--- src/rtl/usync_pkg.sv ---
package usync_pkg;

    // Frame sequencer states
    typedef enum logic [1:0] {
        ST_IDLE  = 2'd0,
        ST_START = 2'd1,
        ST_DATA  = 2'd2,
        ST_STOP  = 2'd3
    } fsm_e;

    // Mode bits held between idle writes
    typedef struct packed {
        logic nine;     // long word when set
        logic cpol;     // clock rest level
        logic cpha;     // clock active in first half of bit when set
        logic lastclk;  // pulse the clock on the final data bit
    } mode_t;

    // Index of the final data bit for a word of width w (long) or w-1 (short)
    function automatic int unsigned last_index(input logic nine, input int unsigned w);
        return nine ? (w - 1) : (w - 2);
    endfunction

    // Serial clock level for a given activity flag
    function automatic logic pulse_level(input mode_t m, input logic active);
        return active ? ~m.cpol : m.cpol;
    endfunction

endpackage

--- src/rtl/usync_baud.sv ---
module usync_baud #(
    parameter int DIV_W = 16
) (
    input  logic             clk,
    input  logic             rst,
    input  logic             run,
    input  logic [DIV_W-1:0] div,
    output logic             tick
);
    localparam logic [DIV_W-1:0] ONE = {{(DIV_W-1){1'b0}}, 1'b1};

    logic [DIV_W-1:0] cnt;
    logic [DIV_W-1:0] lim;

    // zero divider acts as one
    assign lim  = (div == '0) ? '0 : (div - ONE);
    assign tick = run && (cnt == lim);

    always_ff @(posedge clk) begin
        if (rst || !run) begin
            cnt <= '0;
        end else if (cnt == lim) begin
            cnt <= '0;
        end else begin
            cnt <= cnt + ONE;
        end
    end

endmodule

--- src/rtl/usync_seq.sv ---
module usync_seq
    import usync_pkg::*;
#(
    parameter int WORD_W = 9,
    parameter int OVS    = 16
) (
    input  logic              clk,
    input  logic              rst,
    input  logic              tick,
    input  mode_t             mode,
    input  logic [WORD_W-1:0] tx_data,
    input  logic              tx_valid,
    output logic              tx_ready,
    output logic              busy,
    output logic              tx_o,
    output logic              sclk_o,
    output logic              cap,
    output logic              cap_last
);
    localparam int PH_W  = $clog2(OVS);
    localparam int BIT_W = $clog2(WORD_W + 1);
    localparam int HALF  = OVS / 2;
    localparam logic [PH_W-1:0] PH_LAST = PH_W'(OVS - 1);
    localparam logic [PH_W-1:0] PH_HALF = PH_W'(HALF);
    localparam logic [PH_W-1:0] PH_PRE  = PH_W'(HALF - 1);
    localparam logic [PH_W-1:0] PH_ONE  = PH_W'(1);
    localparam logic [BIT_W-1:0] BI_ONE = BIT_W'(1);

    fsm_e              st, nxt_st;
    logic [PH_W-1:0]   ph, nxt_ph;
    logic [BIT_W-1:0]  bidx, nxt_bidx;
    logic [WORD_W-1:0] sh, nxt_sh;
    logic [BIT_W-1:0]  lastb;
    logic              bit_end;
    logic              take;
    logic              tx_d;
    logic              sclk_d;
    logic              in_data;
    logic              quiet_last;
    logic              first_half;
    logic              active;

    assign lastb = BIT_W'(last_index(mode.nine, WORD_W));
    assign busy  = (st != ST_IDLE);

    // state, phase, bit index and shift register
    always_comb begin
        nxt_st   = st;
        nxt_ph   = ph;
        nxt_bidx = bidx;
        nxt_sh   = sh;
        bit_end  = tick && (ph == PH_LAST);
        tx_ready = (st == ST_IDLE) || ((st == ST_STOP) && bit_end);
        take     = tx_ready && tx_valid;
        if (tick) begin
            nxt_ph = bit_end ? '0 : (ph + PH_ONE);
        end
        case (st)
            ST_IDLE: begin
                if (take) begin
                    nxt_st   = ST_START;
                    nxt_ph   = '0;
                    nxt_bidx = '0;
                    nxt_sh   = tx_data;
                end
            end
            ST_START: begin
                if (bit_end) begin
                    nxt_st   = ST_DATA;
                    nxt_bidx = '0;
                end
            end
            ST_DATA: begin
                if (bit_end) begin
                    if (bidx == lastb) begin
                        nxt_st = ST_STOP;
                    end else begin
                        nxt_bidx = bidx + BI_ONE;
                        nxt_sh   = sh >> 1;
                    end
                end
            end
            ST_STOP: begin
                if (bit_end) begin
                    if (take) begin
                        nxt_st   = ST_START;
                        nxt_bidx = '0;
                        nxt_sh   = tx_data;
                    end else begin
                        nxt_st = ST_IDLE;
                    end
                end
            end
            default: nxt_st = ST_IDLE;
        endcase
    end

    // output levels for the next cycle, from next-state values
    always_comb begin
        in_data    = (nxt_st == ST_DATA);
        quiet_last = (nxt_bidx == lastb) && !mode.lastclk;
        first_half = (nxt_ph < PH_HALF);
        active     = in_data && !quiet_last && (mode.cpha ? first_half : !first_half);
        sclk_d     = pulse_level(mode, active);
        case (nxt_st)
            ST_START: tx_d = 1'b0;
            ST_DATA:  tx_d = nxt_sh[0];
            default:  tx_d = 1'b1;
        endcase
    end

    // capture strobe: the edge that ends the tick before mid-bit
    assign cap      = (st == ST_DATA) && tick && (ph == PH_PRE);
    assign cap_last = cap && (bidx == lastb);

    always_ff @(posedge clk) begin
        if (rst) begin
            st     <= ST_IDLE;
            ph     <= '0;
            bidx   <= '0;
            sh     <= '0;
            tx_o   <= 1'b1;
            sclk_o <= 1'b0;
        end else begin
            st     <= nxt_st;
            ph     <= nxt_ph;
            bidx   <= nxt_bidx;
            sh     <= nxt_sh;
            tx_o   <= tx_d;
            sclk_o <= sclk_d;
        end
    end

endmodule

--- src/rtl/usync_cap.sv ---
module usync_cap #(
    parameter int WORD_W = 9
) (
    input  logic              clk,
    input  logic              rst,
    input  logic              cap,
    input  logic              cap_last,
    input  logic              nine,
    input  logic              rx_i,
    output logic [WORD_W-1:0] rx_data,
    output logic              rx_valid
);
    logic [WORD_W-1:0] sr;
    logic [WORD_W-1:0] full;

    // first received bit travels down to the low end
    assign full = {rx_i, sr[WORD_W-1:1]};

    always_ff @(posedge clk) begin
        if (rst) begin
            sr       <= '0;
            rx_data  <= '0;
            rx_valid <= 1'b0;
        end else begin
            rx_valid <= cap_last;
            if (cap) begin
                sr <= full;
            end
            if (cap_last) begin
                rx_data <= nine ? full : (full >> 1);
            end
        end
    end

endmodule

--- src/rtl/usync_xcvr.sv ---
module usync_xcvr
    import usync_pkg::*;
#(
    parameter int WORD_W = 9,
    parameter int OVS    = 16,
    parameter int DIV_W  = 16
) (
    input  logic              clk,
    input  logic              rst,
    input  logic              cfg_we,
    input  logic              cfg_nine,
    input  logic              cfg_cpol,
    input  logic              cfg_cpha,
    input  logic              cfg_lastclk,
    input  logic [DIV_W-1:0]  cfg_div,
    input  logic [WORD_W-1:0] tx_data,
    input  logic              tx_valid,
    output logic              tx_ready,
    output logic              tx_o,
    output logic              sclk_o,
    input  logic              rx_i,
    output logic [WORD_W-1:0] rx_data,
    output logic              rx_valid,
    output logic              busy
);
    localparam logic [DIV_W-1:0] DIV_RST = {{(DIV_W-1){1'b0}}, 1'b1};

    mode_t            mode_q;
    logic [DIV_W-1:0] div_q;
    logic             tick;
    logic             cap;
    logic             cap_last;

    // configuration loads only while no frame is running
    always_ff @(posedge clk) begin
        if (rst) begin
            mode_q <= '0;
            div_q  <= DIV_RST;
        end else if (cfg_we && !busy) begin
            mode_q <= '{nine: cfg_nine, cpol: cfg_cpol, cpha: cfg_cpha, lastclk: cfg_lastclk};
            div_q  <= cfg_div;
        end
    end

    usync_baud #(.DIV_W(DIV_W)) baud_i (
        .clk  (clk),
        .rst  (rst),
        .run  (busy),
        .div  (div_q),
        .tick (tick)
    );

    usync_seq #(.WORD_W(WORD_W), .OVS(OVS)) seq_i (
        .clk      (clk),
        .rst      (rst),
        .tick     (tick),
        .mode     (mode_q),
        .tx_data  (tx_data),
        .tx_valid (tx_valid),
        .tx_ready (tx_ready),
        .busy     (busy),
        .tx_o     (tx_o),
        .sclk_o   (sclk_o),
        .cap      (cap),
        .cap_last (cap_last)
    );

    usync_cap #(.WORD_W(WORD_W)) cap_i (
        .clk      (clk),
        .rst      (rst),
        .cap      (cap),
        .cap_last (cap_last),
        .nine     (mode_q.nine),
        .rx_i     (rx_i),
        .rx_data  (rx_data),
        .rx_valid (rx_valid)
    );

endmodule

--- config.mk ---
export PLATFORM = sky130hd
export DESIGN_NAME = usync_xcvr
export DESIGN_NICKNAME = d
export VERILOG_FILES = /design/src/rtl/usync_pkg.sv /design/src/rtl/usync_baud.sv /design/src/rtl/usync_seq.sv /design/src/rtl/usync_cap.sv /design/src/rtl/usync_xcvr.sv
export SDC_FILE = /design/constraint.sdc
export NUM_CORES = 1
export LEC_CHECK = 0
export CAP_MARGIN = 20
export CORE_UTILIZATION = 30
export CTS_CLUSTER_DIAMETER = 40
export DETAILED_ROUTE_END_ITERATION = 8
export PLACE_DENSITY_LB_ADDON = 0.15
export SETUP_SLACK_MARGIN = 0.2
export SYNTH_ARGS = -nofsm -noshare
export SYNTH_HDL_FRONTEND = slang
export SYNTH_HIERARCHICAL = 1
export SYNTH_SLANG_ARGS = --single-unit
--- constraint.sdc ---
create_clock -name clk -period 4.7 [get_ports clk]
set_input_delay 0.705 -clock clk [delete_from_list [all_inputs] [get_ports clk]]
set_output_delay 0.705 -clock clk [all_outputs]
set_load 0.1 [all_outputs]
* Word level (Yosys, flattened, before mapping)
Index checks and enable logic that the tools add are counted.
** Storage, ports and cells
- Register bits :: 76
- Input port bits :: 34
- Output and inout bits :: 14
- Word-level logic and storage cells :: 86
** Operators by class
- $add $sub $neg :: 4
- $lt $le $gt $ge :: 1
- Eq/ne operators :: 13
- Muxes and demuxes :: 28
- Bitwise operators :: 1
- Reductions and logical operators :: 23
** Operators by type and width (count)
- $mux W9 :: 5
- $mux W4 :: 10
- $pmux W9 S3 :: 1
- $add A16 B1 Y16 const B :: 1
- $eq A16 B16 Y1 :: 1
- $logic_not A16 Y1 :: 1
- $mux W16 :: 1
- $pmux W4 S4 :: 1
- $sub A16 B1 Y16 const B :: 1
- $logic_and A1 B1 Y1 :: 11
- $mux W2 :: 5
- $add A4 B1 Y4 const B :: 2
- $eq A4 B4 Y1 :: 2
- $pmux W2 S4 :: 1
- $eq A2 B2 Y1 const B :: 3
- $eq A2 B1 Y1 const B :: 2
- $eq A4 B3 Y1 const B :: 1
- $eq A4 B4 Y1 const B :: 1
- $logic_not A1 Y1 :: 4
- $lt A4 B4 Y1 const B :: 1
- $ne A2 B1 Y1 const B :: 2
- $reduce_and A4 Y1 :: 1
- $mux W1 :: 3
- $reduce_bool A3 Y1 :: 1
- 7 further kinds :: 8

* Logic depth before layout (Yosys ltp)
- Depth in word-level cells :: 17
- Depth in mapped cells :: 20

* Cells and area by module
Netlist, hierarchy kept.
** Modules (own cells, without submodules)
- usync_baud :: times used 1, cells an instance 205, area each 1527.7 µm², sequential area each 320.3 µm²
- usync_seq :: times used 1, cells an instance 161, area each 1351.3 µm², sequential area each 420.4 µm²
- usync_xcvr :: times used 1, cells an instance 91, area each 925.9 µm², sequential area each 400.4 µm²
- usync_cap :: times used 1, cells an instance 68, area each 704.4 µm², sequential area each 360.3 µm²

* Worst setup path after synthesis
Ideal clock, no wire load.
- Path type :: register -> output
- Start point :: register div_q[7]
- End point :: output port tx_ready
- Arrival :: 4.070 ns
- Path slack :: -0.075 ns
- Stages on the path, launching flop included :: 14
- Buffers on the path :: 2
- Path through :: dfxtp_1 -> or4_1 -> or4_4 -> or3_1 -> nand3_1 -> nand4_1 -> a2111oi_4 -> and3_1 -> buf_2 -> and4_4 -> nand3_1 -> and2_1 -> clkbuf_1 -> inv_1
** On the way
- Cells in the longest elaborated chain, start to end :: 7
- Elaborated cells on any way between the ends :: 8
- Classes of those cells :: add/sub (1); eq/ne (1); mux (1); reduce/logical (5)
** RTL lines
- start: declaration :: line usync_xcvr.sv:29 : logic [DIV_W-1:0] div_q;
- start signal: assignment :: line usync_xcvr.sv:41 : div_q <= cfg_div;
- $sub A16 B1 Y16 / $logic_not A16 Y1 (equally long branches) :: line usync_baud.sv:16 : assign lim = (div == '0) ? '0 : (div - ONE);
- $mux W16 * :: line usync_baud.sv:16
- $eq A16 B16 Y1 * :: line usync_baud.sv:17 : assign tick = run && (cnt == lim);
- $logic_and A1 B1 Y1 * :: line usync_baud.sv:17
- named net tick :: line usync_xcvr.sv:30 : logic tick;
- $logic_and A1 B1 Y1 * :: line usync_seq.sv:52 : bit_end = tick && (ph == PH_LAST);
- $logic_and A1 B1 Y1 * :: line usync_seq.sv:53 : tx_ready = (st == ST_IDLE) || ((st == ST_STOP) && bit_end);
- $logic_or A1 B1 Y1 * :: line usync_seq.sv:53
- end: declaration :: line usync_xcvr.sv:18 : output logic tx_ready,
Mark *: on every way through the listed nets, which the timed path passes. The rest lies on a longest branch.

* Worst setup path after layout
- Start point :: register div_q[0]
- End point :: output port tx_ready
Same word-level chain as after synthesis.

==> reports/metrics.cfg <==
[status]
status = finished, final reports clean

[critical_path]
start_kind = register
crit_chain = or4_4 > or4_4 > or3_4 > nand3_2 > nand4_1 > a2111oi_4 > and3_4 > and4_4 > nand3_2 > and2_4 > clkinvlp_4 > buf_12
cpMaxStageDelayCell = or4_4
crit_fanout = 7
cp_slowest_stage_delay_ps = 570
required_ps = 3990
arrival_ps = 3790
critPathCaptureType = output port
crit_type = reg -> out

[floorplan]
io_pins = 48
fp.dieW_um = 125
die_y_um = 125
coreArea_sq_um = 14600
start_util = 0.309
die_area_sq_um = 15500
rows = 44

[min_path]
hp-class = reg -> reg

[finish]
num_antenna_cells = 0
area_growth_pct = 21.8
drive_gt1_frac = 0.122
fin_area_sq_um = 5490
nNetsFinal = 602

[yosys]
netlist_area_sq_um = 4510
synth_edf_count = 0
postSynthCellCount = 525
synth_ff_type = dfxtp_1
synth.distinct_cells = 76
yosysTopAreaCell = dfxtp_1
yosysTopAreaCellShare = 0.333
syn-num-nets = 563
yosysSeqAreaShare = 0.333
synth_area_leaders = dfxtp_1, mux2i_1, nor2_1
ys_seq_elements = 75
synth_warnings = 6
async_reset_ff_frac = 0
avgSynthCellArea_sq_um = 8.59

[sta]
slew-limit-headroom = 0.347
setup_viol = 0
hold_violations = 0
worstMarginPinSlew_ps = 977
fin_crit_sh = 0.956
rsz0062_at_grt = true
fmax_ghz = 0.222
finalSetupTns_ps = 0
clock_skew_ps = 8.31
fin_ws_ps = 205
final_max_slew_viol_count = 0
finalCriticalPeriod_ps = 4500

[detailed_routing]
drc = 0
vias_per_cell = 5.21
ant_nets = 0
drtIter0Drc = 215
wire_per_inst_um = 14.9
vias = 3910
drt_first_pass_iters = 4
finalWirelength_mm = 11.2

[place]
dpl-instance-area_sq_um = 5090
pre_cts_slack_ps = 278
portBuffers = 47
place_congestion = 0.814
hpwl_mm = 7.75

[grt]
overflow = 0
grt_pass1_vias = 3674
grt_max_degree = 42
grt_pass1_wl_mm = 18.4
antenna_found_initial = 0
grt_usage = 0.146

[clocking]
clk_pin_slew_ps = 60
cts-root-buf = clkbuf_16
cts_tree = built
clk_latency_ps = 340
htree_levels = 3
cts_sinks = 75
cts_inserted_buffers = 9
clk_path_buf_depth = 2

[power_and_ir_drop]
power_density_nw_per_um2 = 310
peakVddDrop_uv = 179
power_leakage_nw = 1.87

[flow_run]
drv_cap = 0

==> per-stage QoR <==
stage          hold slack [ps]  power (mW)  instances  utilization
3_3_place_gp               463       0.958        732        0.349
3_5_place_dp               462       0.961        732        0.349
6_report                   468        1.70        751        0.376
2_1_floorplan              441       0.883        525            -
5_1_grt                    508        1.78        751        0.376
4_1_cts                    473        1.72        747        0.371
==> synthesized netlist by cell type, types with 9 or more instances <==
cell type  number
a21oi_1        25
nand4bb_1      19
a211oi_1        9
inv_1          15
clkbuf_1       11
nand2_1        29
mux2i_1        27
nand2b_1       27
nor2_1         59
dfxtp_1        75
nand3_1        17
a221oi_1        9
xor2_1         10
nor3_1         18
o21ai_0        13
xnor2_1        17
o21ai_1        19
==> power by group <==
part           switching, mW  internal (mW)
combinational          0.146          0.124
sequential            0.0317          0.657
clock                  0.273          0.474
==> routing by layer <==
layer  vias up  global-route usage  part of all wire
li1       1987                   -                 -
met1      1842               0.180              0.47
met2        68               0.248              0.48
met3        13              0.0365             0.038
met4         0              0.0411             0.012
met5         -                   0                 0
==> timing repair <==
item / CTS / global route
setup endpoints to repair: 1 / 2
setup buffers: 1 / 3
resized for setup: 3 / 13
pin swaps: 1 / 5
hold buffers: 0 / 0
==> cell usage in the layout (no fill, tap or decap), drive strengths merged, types with 4 or more instances in the layout <==
master / count
nor4: 8
and2: 4
and3: 7
and4: 4
or3: 4
o31ai: 4
a21oi: 26
inv: 14
nand4: 4
nand4bb: 19
clkdlybuf4s50: 45
dfxtp: 75
nor2: 59
nor3: 19
buf: 17
clkbuf: 10
mux2i: 27
a211oi: 9
xor2: 10
nand2b: 28
nand2: 29
nor2b: 6
o21ai: 32
a221oi: 9
ha: 4
xnor2: 17
nand3: 17
a31oi: 8
or4: 5
==> registers in the layout (all words and copies together) (netlist names) <==
name,cells
baud_i/cnt,16
cap_i/rx_data,9
cap_i/rx_valid,1
cap_i/sr,8
div_q,16
mode_q,4
seq_i/bidx,4
seq_i/ph,4
seq_i/sclk_o,1
seq_i/sh,9
seq_i/st,2
seq_i/tx_o,1
==> worst max-delay path: cells and delay by family, from the launching register on <==
| family | cells | cell delay, ps |
|---|---|---|
| compound gates | 1 | 340 |
| buf+inv | 2 | 270 |
| flops | 1 | 330 |
| simple gates | 9 | 2500 |
==> area by class of cell <==
cell class                 count  area [sq um]
clock buffer                  10           239
tap                          184           230
fill                        1478          9100
sequential                    75          1510
multi-input combinational    401          2790
inverter                      15          60.1
clock inverter                 4          76.3
timing repair buffer          62           588
==> final timing paths <==
kind / slack, ps / cells past startpoint / start / end
setup / recovery: 200 / 12 / div_q[0] / tx_ready
setup reg to reg: 300 / 15 / div_q[0] / seq_i/sclk_o
hold / removal: 470 / 2 / cap_i/rx_data[8] / cap_i/rx_data[8]
hold reg to reg: 470 / 2 / cap_i/rx_data[8] / cap_i/rx_data[8]
==> cells by family (layout without fill, tap and decap cells) <==
family / Yosys count / count (layout) / synth area share
AND/OR/NAND/NOR: 225 / 225 / 0.300
flip-flops: 75 / 75 / 0.333
XOR/XNOR: 28 / 28 / 0.0577
buffers and inverters: 49 / 91 / 0.0594
adder cells (fa/ha/maj): 4 / 4 / 0.0111
AO/OA/AOI/OAI: 116 / 116 / 0.177
multiplexers: 28 / 28 / 0.0624
Note: power is estimated with default switching activity, not from simulation.
